<file path="config.mk">
export PLATFORM = sky130hd
export DESIGN_NAME = err_trap_flags
export DESIGN_NICKNAME = d
export VERILOG_FILES = /design/src/rtl/etf_pkg.sv /design/src/rtl/etf_mode_track.sv /design/src/rtl/etf_flag_core.sv /design/src/rtl/err_trap_flags.sv
export SDC_FILE = /design/constraint.sdc
export NUM_CORES = 1
export LEC_CHECK = 0
export BUFFER_PORTS_ARGS = -buffer_cell sky130_fd_sc_hd__buf_2
export CELL_PAD_IN_SITES_DETAIL_PLACEMENT = 1
export CELL_PAD_IN_SITES_GLOBAL_PLACEMENT = 1
export CORE_ASPECT_RATIO = 0.75
export CORE_MARGIN = 2
export CORE_UTILIZATION = 35
export DETAILED_ROUTE_END_ITERATION = 8
export PLACE_DENSITY = 0.71
export SLEW_MARGIN = 10
export SYNTH_ARGS = -nofsm -noshare
export SYNTH_HDL_FRONTEND = slang
export SYNTH_HIERARCHICAL = 1
export SYNTH_SLANG_ARGS = --single-unit
</file>
<file path="constraint.sdc">
create_clock -name clk -period 1.7 [get_ports clk]
set_input_delay 0.085 -clock clk [delete_from_list [all_inputs] [get_ports clk]]
set_output_delay 0.085 -clock clk [all_outputs]
set_load 0.005 [all_outputs]
</file>
<file path="src/rtl/etf_pkg.sv">
package etf_pkg;

    localparam int CLR_W       = 3;
    localparam int CLR_PAR_BIT = 0;
    localparam int CLR_BUS_BIT = 1;
    localparam int CLR_INT_BIT = 2;

    typedef struct packed {
        logic clr_int;
        logic clr_bus;
        logic clr_par;
    } clr_req_t;

    typedef struct packed {
        logic hit;
        logic super_mode;
    } win_t;

    typedef struct packed {
        logic par;
        logic bus;
        logic intr;
        logic sup;
    } flag_state_t;

    function automatic clr_req_t decode_clear(input logic wr, input logic [CLR_W-1:0] d);
        clr_req_t c;
        c.clr_par = wr & d[CLR_PAR_BIT];
        c.clr_bus = wr & d[CLR_BUS_BIT];
        c.clr_int = wr & d[CLR_INT_BIT];
        return c;
    endfunction

    // A data-ready in the current clock takes priority over one in the previous clock.
    function automatic win_t pick_window(input logic rdy_now, input logic head_mode,
                                         input logic rdy_prev, input logic prev_mode);
        win_t w;
        w.hit        = rdy_now | rdy_prev;
        w.super_mode = rdy_now ? head_mode : prev_mode;
        return w;
    endfunction

endpackage

</file>
<file path="src/rtl/etf_mode_track.sv">
module etf_mode_track #(
    parameter int DEPTH = 4
) (
    input  logic         clk,
    input  logic         rst,
    input  logic         issue_i,
    input  logic         issue_super_i,
    input  logic         rdy_i,
    output etf_pkg::win_t win_o
);
    localparam int PTR_W = (DEPTH > 1) ? $clog2(DEPTH) : 1;
    localparam int CNT_W = $clog2(DEPTH + 1);

    logic [DEPTH-1:0] mode_q;
    logic [PTR_W-1:0] wr_ptr_q, rd_ptr_q;
    logic [CNT_W-1:0] count_q;
    logic             prev_rdy_q, prev_mode_q;
    logic             head_mode;

    function automatic logic [PTR_W-1:0] bump(input logic [PTR_W-1:0] p);
        return (p == PTR_W'(DEPTH - 1)) ? '0 : p + PTR_W'(1);
    endfunction

    assign head_mode = mode_q[rd_ptr_q];

    for (genvar g = 0; g < DEPTH; g++) begin : g_slot
        always_ff @(posedge clk) begin
            if (rst)
                mode_q[g] <= 1'b0;
            else if (issue_i && wr_ptr_q == PTR_W'(g))
                mode_q[g] <= issue_super_i;
        end
    end

    always_ff @(posedge clk) begin
        if (rst) begin
            wr_ptr_q    <= '0;
            rd_ptr_q    <= '0;
            count_q     <= '0;
            prev_rdy_q  <= 1'b0;
            prev_mode_q <= 1'b0;
        end else begin
            if (issue_i) wr_ptr_q <= bump(wr_ptr_q);
            if (rdy_i)   rd_ptr_q <= bump(rd_ptr_q);
            count_q     <= count_q + CNT_W'(issue_i) - CNT_W'(rdy_i);
            prev_rdy_q  <= rdy_i;
            prev_mode_q <= head_mode;
        end
    end

    assign win_o = etf_pkg::pick_window(rdy_i, head_mode, prev_rdy_q, prev_mode_q);

    // the mode queue is never pushed past DEPTH or popped when empty
    p_no_overflow_r8: assert property (@(posedge clk) disable iff (rst)
        issue_i && !rdy_i |-> count_q != CNT_W'(DEPTH));
    p_no_underflow_r8: assert property (@(posedge clk) disable iff (rst)
        rdy_i |-> count_q != '0);
    // the window stays open for exactly one clock after a data-ready
    p_window_tail_r7: assert property (@(posedge clk) disable iff (rst)
        rdy_i |=> win_o.hit);

endmodule

</file>
<file path="src/rtl/etf_flag_core.sv">
module etf_flag_core (
    input  logic                  clk,
    input  logic                  rst,
    input  logic                  bus_err_i,
    input  logic                  par_err_i,
    input  logic                  ext_int_i,
    input  logic                  int_en_i,
    input  etf_pkg::clr_req_t     clr_i,
    input  etf_pkg::win_t         win_i,
    output etf_pkg::flag_state_t  state_o,
    output logic                  trap_o
);
    logic par_q, bus_q, int_q, sup_q, trap_q;
    logic par_keep, bus_keep, masked;
    logic acc_bus, acc_par, acc_any, ext_hit;

    // The mask uses the flags as they stand after this clock's clear.
    assign par_keep = par_q & ~clr_i.clr_par;
    assign bus_keep = bus_q & ~clr_i.clr_bus;
    assign masked   = par_keep | bus_keep;
    assign acc_bus  = bus_err_i & ~masked;
    assign acc_par  = par_err_i & ~masked;
    assign acc_any  = acc_bus | acc_par;
    assign ext_hit  = ext_int_i & int_en_i;

    always_ff @(posedge clk) begin
        if (rst) begin
            par_q  <= 1'b1;
            bus_q  <= 1'b1;
            int_q  <= 1'b0;
            sup_q  <= 1'b0;
            trap_q <= 1'b0;
        end else begin
            par_q  <= par_keep | acc_par;
            bus_q  <= bus_keep | acc_bus;
            int_q  <= (int_q & ~clr_i.clr_int) | acc_any | ext_hit;
            trap_q <= acc_any | ext_hit;
            if (acc_any && win_i.hit)
                sup_q <= win_i.super_mode;
        end
    end

    assign state_o = '{par: par_q, bus: bus_q, intr: int_q, sup: sup_q};
    assign trap_o  = trap_q;

    p_masked_quiet_r2: assert property (@(posedge clk) disable iff (rst)
        (par_q || bus_q) && !clr_i.clr_par && !clr_i.clr_bus && !(ext_int_i && int_en_i)
        |=> !trap_q);
    p_bus_sets_r3: assert property (@(posedge clk) disable iff (rst)
        bus_err_i && !par_q && !bus_q |=> bus_q && int_q && trap_q);
    p_par_sets_r4: assert property (@(posedge clk) disable iff (rst)
        par_err_i && !par_q && !bus_q |=> par_q && int_q && trap_q);
    p_clear_r5: assert property (@(posedge clk) disable iff (rst)
        clr_i.clr_par && !par_err_i |=> !par_q);
    p_err_beats_clear_r6: assert property (@(posedge clk) disable iff (rst)
        clr_i.clr_bus && clr_i.clr_par && bus_err_i |=> bus_q);
    p_sup_hold_r7: assert property (@(posedge clk) disable iff (rst)
        !win_i.hit |=> $stable(sup_q));
    p_int_gate_r9: assert property (@(posedge clk) disable iff (rst)
        ext_int_i && int_en_i |=> int_q && trap_q);

endmodule

</file>
<file path="src/rtl/err_trap_flags.sv">
module err_trap_flags #(
    parameter int DEPTH = 4
) (
    input  logic       clk,
    input  logic       rst,
    input  logic       bus_err_i,
    input  logic       par_err_i,
    input  logic       cyc_issue_i,
    input  logic       cyc_super_i,
    input  logic       data_rdy_i,
    input  logic       ext_int_i,
    input  logic       int_en_i,
    input  logic       ctl_wr_i,
    input  logic [2:0] ctl_wdata_i,
    output logic       par_flag_o,
    output logic       bus_flag_o,
    output logic       int_flag_o,
    output logic       sup_err_o,
    output logic       trap_req_o
);
    import etf_pkg::*;

    clr_req_t    clr;
    win_t        win;
    flag_state_t st;

    assign clr = decode_clear(ctl_wr_i, ctl_wdata_i);

    etf_mode_track #(.DEPTH(DEPTH)) u_track (
        .clk           (clk),
        .rst           (rst),
        .issue_i       (cyc_issue_i),
        .issue_super_i (cyc_super_i),
        .rdy_i         (data_rdy_i),
        .win_o         (win)
    );

    etf_flag_core u_core (
        .clk       (clk),
        .rst       (rst),
        .bus_err_i (bus_err_i),
        .par_err_i (par_err_i),
        .ext_int_i (ext_int_i),
        .int_en_i  (int_en_i),
        .clr_i     (clr),
        .win_i     (win),
        .state_o   (st),
        .trap_o    (trap_req_o)
    );

    assign par_flag_o = st.par;
    assign bus_flag_o = st.bus;
    assign int_flag_o = st.intr;
    assign sup_err_o  = st.sup;

    // a trap request never comes without the interrupt flag set
    p_trap_implies_int_r10: assert property (@(posedge clk) disable iff (rst)
        trap_req_o |-> int_flag_o);

endmodule

</file>
Yosys cells after proc, flatten, opt, wreduce, memory -nomap -nowiden
Cells that the tools add are included.

word-level totals
  register bits = 15
  input port bits = 13
  output and inout port bits = 5
  logic and storage cells = 52

operators by class
  add/sub/neg operators = 2
  order comparisons = 1
  eq/ne operators = 4
  multiplexer cells = 5
  bitwise gates (word level) = 21
  reduce and logical (&&, ||, !) cells = 6

operators with widths
  kind                                                                    count
  1-bit AND                                                               9
  1-bit bitwise OR                                                        8
  2-bit equality test (second input constant)                             3
  1-bit logical AND                                                       5
  2-bit by 1-bit adder with 2-bit output (second input constant)          2
  2-bit two-way mux                                                       2
  1-bit NOT                                                               4
  2-bit by 3-bit < comparator with 1-bit output (second input constant)   1
  1-bit binary-select mux with 2-bit select                               1
  2-bit by 1-bit equality test with 1-bit output (second input constant)  1
  2-bit zero test                                                         1
  1-bit two-way mux                                                       2

Depth between registers and ports, before layout
  depth after elaboration = 9
  depth in mapped cells = 4
  depth with buffers taken out = 4

Modules after synthesis
The synthesis kept the hierarchy.

by module, submodules not included
  module          instances  cells each  area an instance (um^2)
  etf_mode_track  1          46          483.0
  etf_flag_core   1          24          236.5
  err_trap_flags  1          3           18.8

Worst setup path after synthesis
Ideal clock, no wire load.

  path kind = register -> register
  from = register u_track.rd_ptr_q[0]
  to = register u_core.sup_q
  library setup time = 0.122 ns
  arrival time = 1.307 ns
  slack = 0.271 ns
  stages on the path, launching flop included = 5
  path buffers = 0
  period minus slack after synthesis = 1.429 ns
  path through = dfxtp_1 mux4_2 mux2_4 or4b_1 a21oi_1

RTL lines
  element                   line                  RTL
  start: declaration        etf_mode_track.sv:15  logic [PTR_W-1:0] wr_ptr_q, rd_ptr_q;
  start signal: assignment  etf_mode_track.sv:44  if (rdy_i) rd_ptr_q <= bump(rd_ptr_q);
  end signal: assignment    etf_flag_core.sv:39   sup_q <= win_i.super_mode;
  end: declaration          etf_flag_core.sv:13   logic par_q, bus_q, int_q, sup_q, trap_q;

==> impl_metrics.env <==
export IMPL_fmax_mhz=659
export IMPL_worst_slew_pin_slew_ns=0.287
export IMPL_grt_pass1_vias=505
export IMPL_detailed_place_hpwl_um=1080
export IMPL_h_tree_depth=1
export IMPL_cp_data_arrival_time_ns=1.69
export IMPL_root_buffer="clkbuf_4"
export IMPL_critPathLaunchType="flip-flop"
export IMPL_worstSetupEndpointType="flip-flop"
export IMPL_final_setup_viol_count=0
export IMPL_ir_drop_v=0.000423
export IMPL_netlist_instances=73
export IMPL_hold_buffers=0
export IMPL_synth_area_leader_cell="dfxtp_1"
export IMPL_clk_path_buf_depth=2
export IMPL_rows=14
export IMPL_maxSlewViolCount=0
export IMPL_synth_net_count=91
export IMPL_wire_per_inst_um=12.0
export IMPL_post_synth_instance_area_um2=738
export IMPL_final_nets=107
export IMPL_syn_area_per_cell_um2=10.1
export IMPL_max_slew_margin_rel_pct=80.8
export IMPL_worstPathRequired_ns=1.87
export IMPL_clk_latency_ns=0.29
export IMPL_remaining_drc_errors=0
export IMPL_coreArea_um2=2000
export IMPL_area_growth_pct=14.6
export IMPL_worst_slack_ns=0.182
export IMPL_cts_repair_resized=0
export IMPL_yosysMostFrequentCell="dfxtp_1"
export IMPL_fin_tns_setup_ns=0
export IMPL_min_period_over_period_pct=89.3
export IMPL_rsz0062_at_grt="no"
export IMPL_dieHeight_um=43.8
export IMPL_finalCriticalPeriod_ns=1.52
export IMPL_hold_viol_final=0
export IMPL_die_w_um=57.0
export IMPL_p_leak_uw=0.000370
export IMPL_ys_ff_latch=15
export IMPL_yosys_area_top_type_share_pct=40.7
export IMPL_diodes=0
export IMPL_routabilityCongestion=0.685
export IMPL_antenna_left=0
export IMPL_synth_edf_count=0
export IMPL_num_vias=531
export IMPL_synth_common_cells="dfxtp_1, a21oi_1, ha_1"
export IMPL_cts_sinks=15
export IMPL_grt_max_degree=16
export IMPL_grt_ovfl_total=0
export IMPL_initial_core_util_pct=37.0
export IMPL_cp_slowest_cell="mux4_2"
export IMPL_io_buffers=17
export IMPL_vias_per_cell=4.74
export IMPL_crit_type="reg -> reg"
export IMPL_track_usage_pct=12.2
export IMPL_critical_path_max_stage_delay_ns=0.52
export IMPL_cts_tree="built"
export IMPL_wl_um=1350
export IMPL_post_cts_setup_buffers=0
export IMPL_netlist_top_cells_area="dfxtp_1, ha_1, a21bo_2"
export IMPL_synth_flop_cell="dfxtp_1"
export IMPL_p_per_area_nw_per_um2=831
export IMPL_numCtsBuffers=3
export IMPL_final_layout_size_suffix_gt1_share_pct=35.2
export IMPL_path_cells="mux4_2 > mux2_4 > or4b_1 > a21oi_1"
export IMPL_status="finished, final reports clean"
export IMPL_async_flop_share_pct=0
export IMPL_grt_pass1_wl_um=2250
export IMPL_ys_seq_area_share_pct=40.7
export IMPL_antenna_found_initial=0
export IMPL_worst_r2r_setup_slack_ns=0.18
export IMPL_drt_first_pass_iters=2
export IMPL_dieArea_um2=2500
export IMPL_drtIter0Drc=5
export IMPL_path_clk_slew_ns=0.10
export IMPL_dpl_worst_slack_ns=0.209
export IMPL_yosysWarnings=6
export IMPL_io_pins=18
export IMPL_crit_fanout=4
export IMPL_synth_cell_types=26
export IMPL_finalClockSkew_ns=0.0120
export IMPL_hp_class="in -> reg"
export IMPL_drv_cap=0
## kinds of logic after synthesis
family | after synthesis | synth area share (%)
flip-flops | 15 | 40.7
AND/OR/NAND/NOR | 23 | 20.2
AO/OA/AOI/OAI | 18 | 16.8
buffers and inverters | 8 | 6.10
adder cells (fa/ha/maj) | 5 | 8.47
multiplexers | 4 | 7.80
## final cells by class
cell class / instances / area, um2
Clock buffer: 3 / 22.5
Clock inverter: 1 / 7.51
Fill cell: 249 / 1150
Inverter: 2 / 7.51
Multi-Input combinational cell: 50 / 393
Sequential cell: 15 / 300
Tap cell: 24 / 30.0
Timing Repair Buffer: 17 / 85.1
## through the flow
stage / instance area [um2] / utilization [%] / total power, uW / hold slack (ns) / cells
finish: 846 / 42.4 / 703 / 0.0365 / 112
global route: 846 / 42.4 / 752 / 0.0160 / 112
CTS: 846 / 42.4 / 717 / 0.0229 / 112
detailed placement: 816 / 40.9 / 497 / 0.323 / 108
global placement: 816 / 40.9 / 493 / 0.325 / 108
floorplan: 738 / - / 463 / 0.154 / 73
## flip-flops by register name, summed over array words and instances, names as in the netlist
| signal | flops |
|---|---|
| u_core/sup_q | 1 |
| u_core/trap_o | 1 |
| u_core/bus_q | 1 |
| u_core/par_q | 1 |
| u_track/prev_rdy_q | 1 |
| u_track/wr_ptr_q | 2 |
| u_track/prev_mode_q | 1 |
| u_track/rd_ptr_q | 2 |
| u_core/int_q | 1 |
| u_track/mode_q | 4 |
## placed cells by master, fill, tap and decap left out, drive strengths merged
cell type and instances:
nand2 1, nor2 2, mux4 1, buf 17, o211ai 1, or2 1
ha 5, mux2i 2, o31ai 1, or3b 2, dfxtp 15, and2 3
inv 2, clkbuf 3, nand3 4, clkinvlp 1, a21oi 8, a211o 2
nand2b 4, a21bo 4, mux2 1, a31oi 1, nor2b 4, or2b 1
o21ai 1, or4b 1
## worst max-delay path, delay by kind of cell (launching register included)
family | cells | cell delay [ns]
AOI/OAI and AO/OA | 1 | 0.05
DFF | 1 | 0.40
muxes | 2 | 0.78
and+or+nand+nor | 1 | 0.16
## routing by layer
metal / global-route usage, % / up-vias / part of all wire [%]
li1: - / 283 / -
met1: 16.1 / 241 / 51
met2: 17.9 / 7 / 44
met3: 6.27 / 0 / 4.3
met4: 2.79 / 0 / 0
met5: 0 / - / 0
## worst paths after layout
kind | startpoint | endpoint | depth (start not counted)
worst min-delay path | bus_err_i | u_core/bus_q | 2
worst max-delay path | u_track/rd_ptr_q[0] | u_core/sup_q | 4
worst max register to register | u_track/rd_ptr_q[0] | u_core/sup_q | 4
worst min register to register | u_core/sup_q | u_core/sup_q | 2
## power by group
part	switching (uW)	internal, uW
registers	12.7	371
logic	49.5	54.9
clock network	125	89.5
Note: power is estimated with default switching activity, not from simulation.
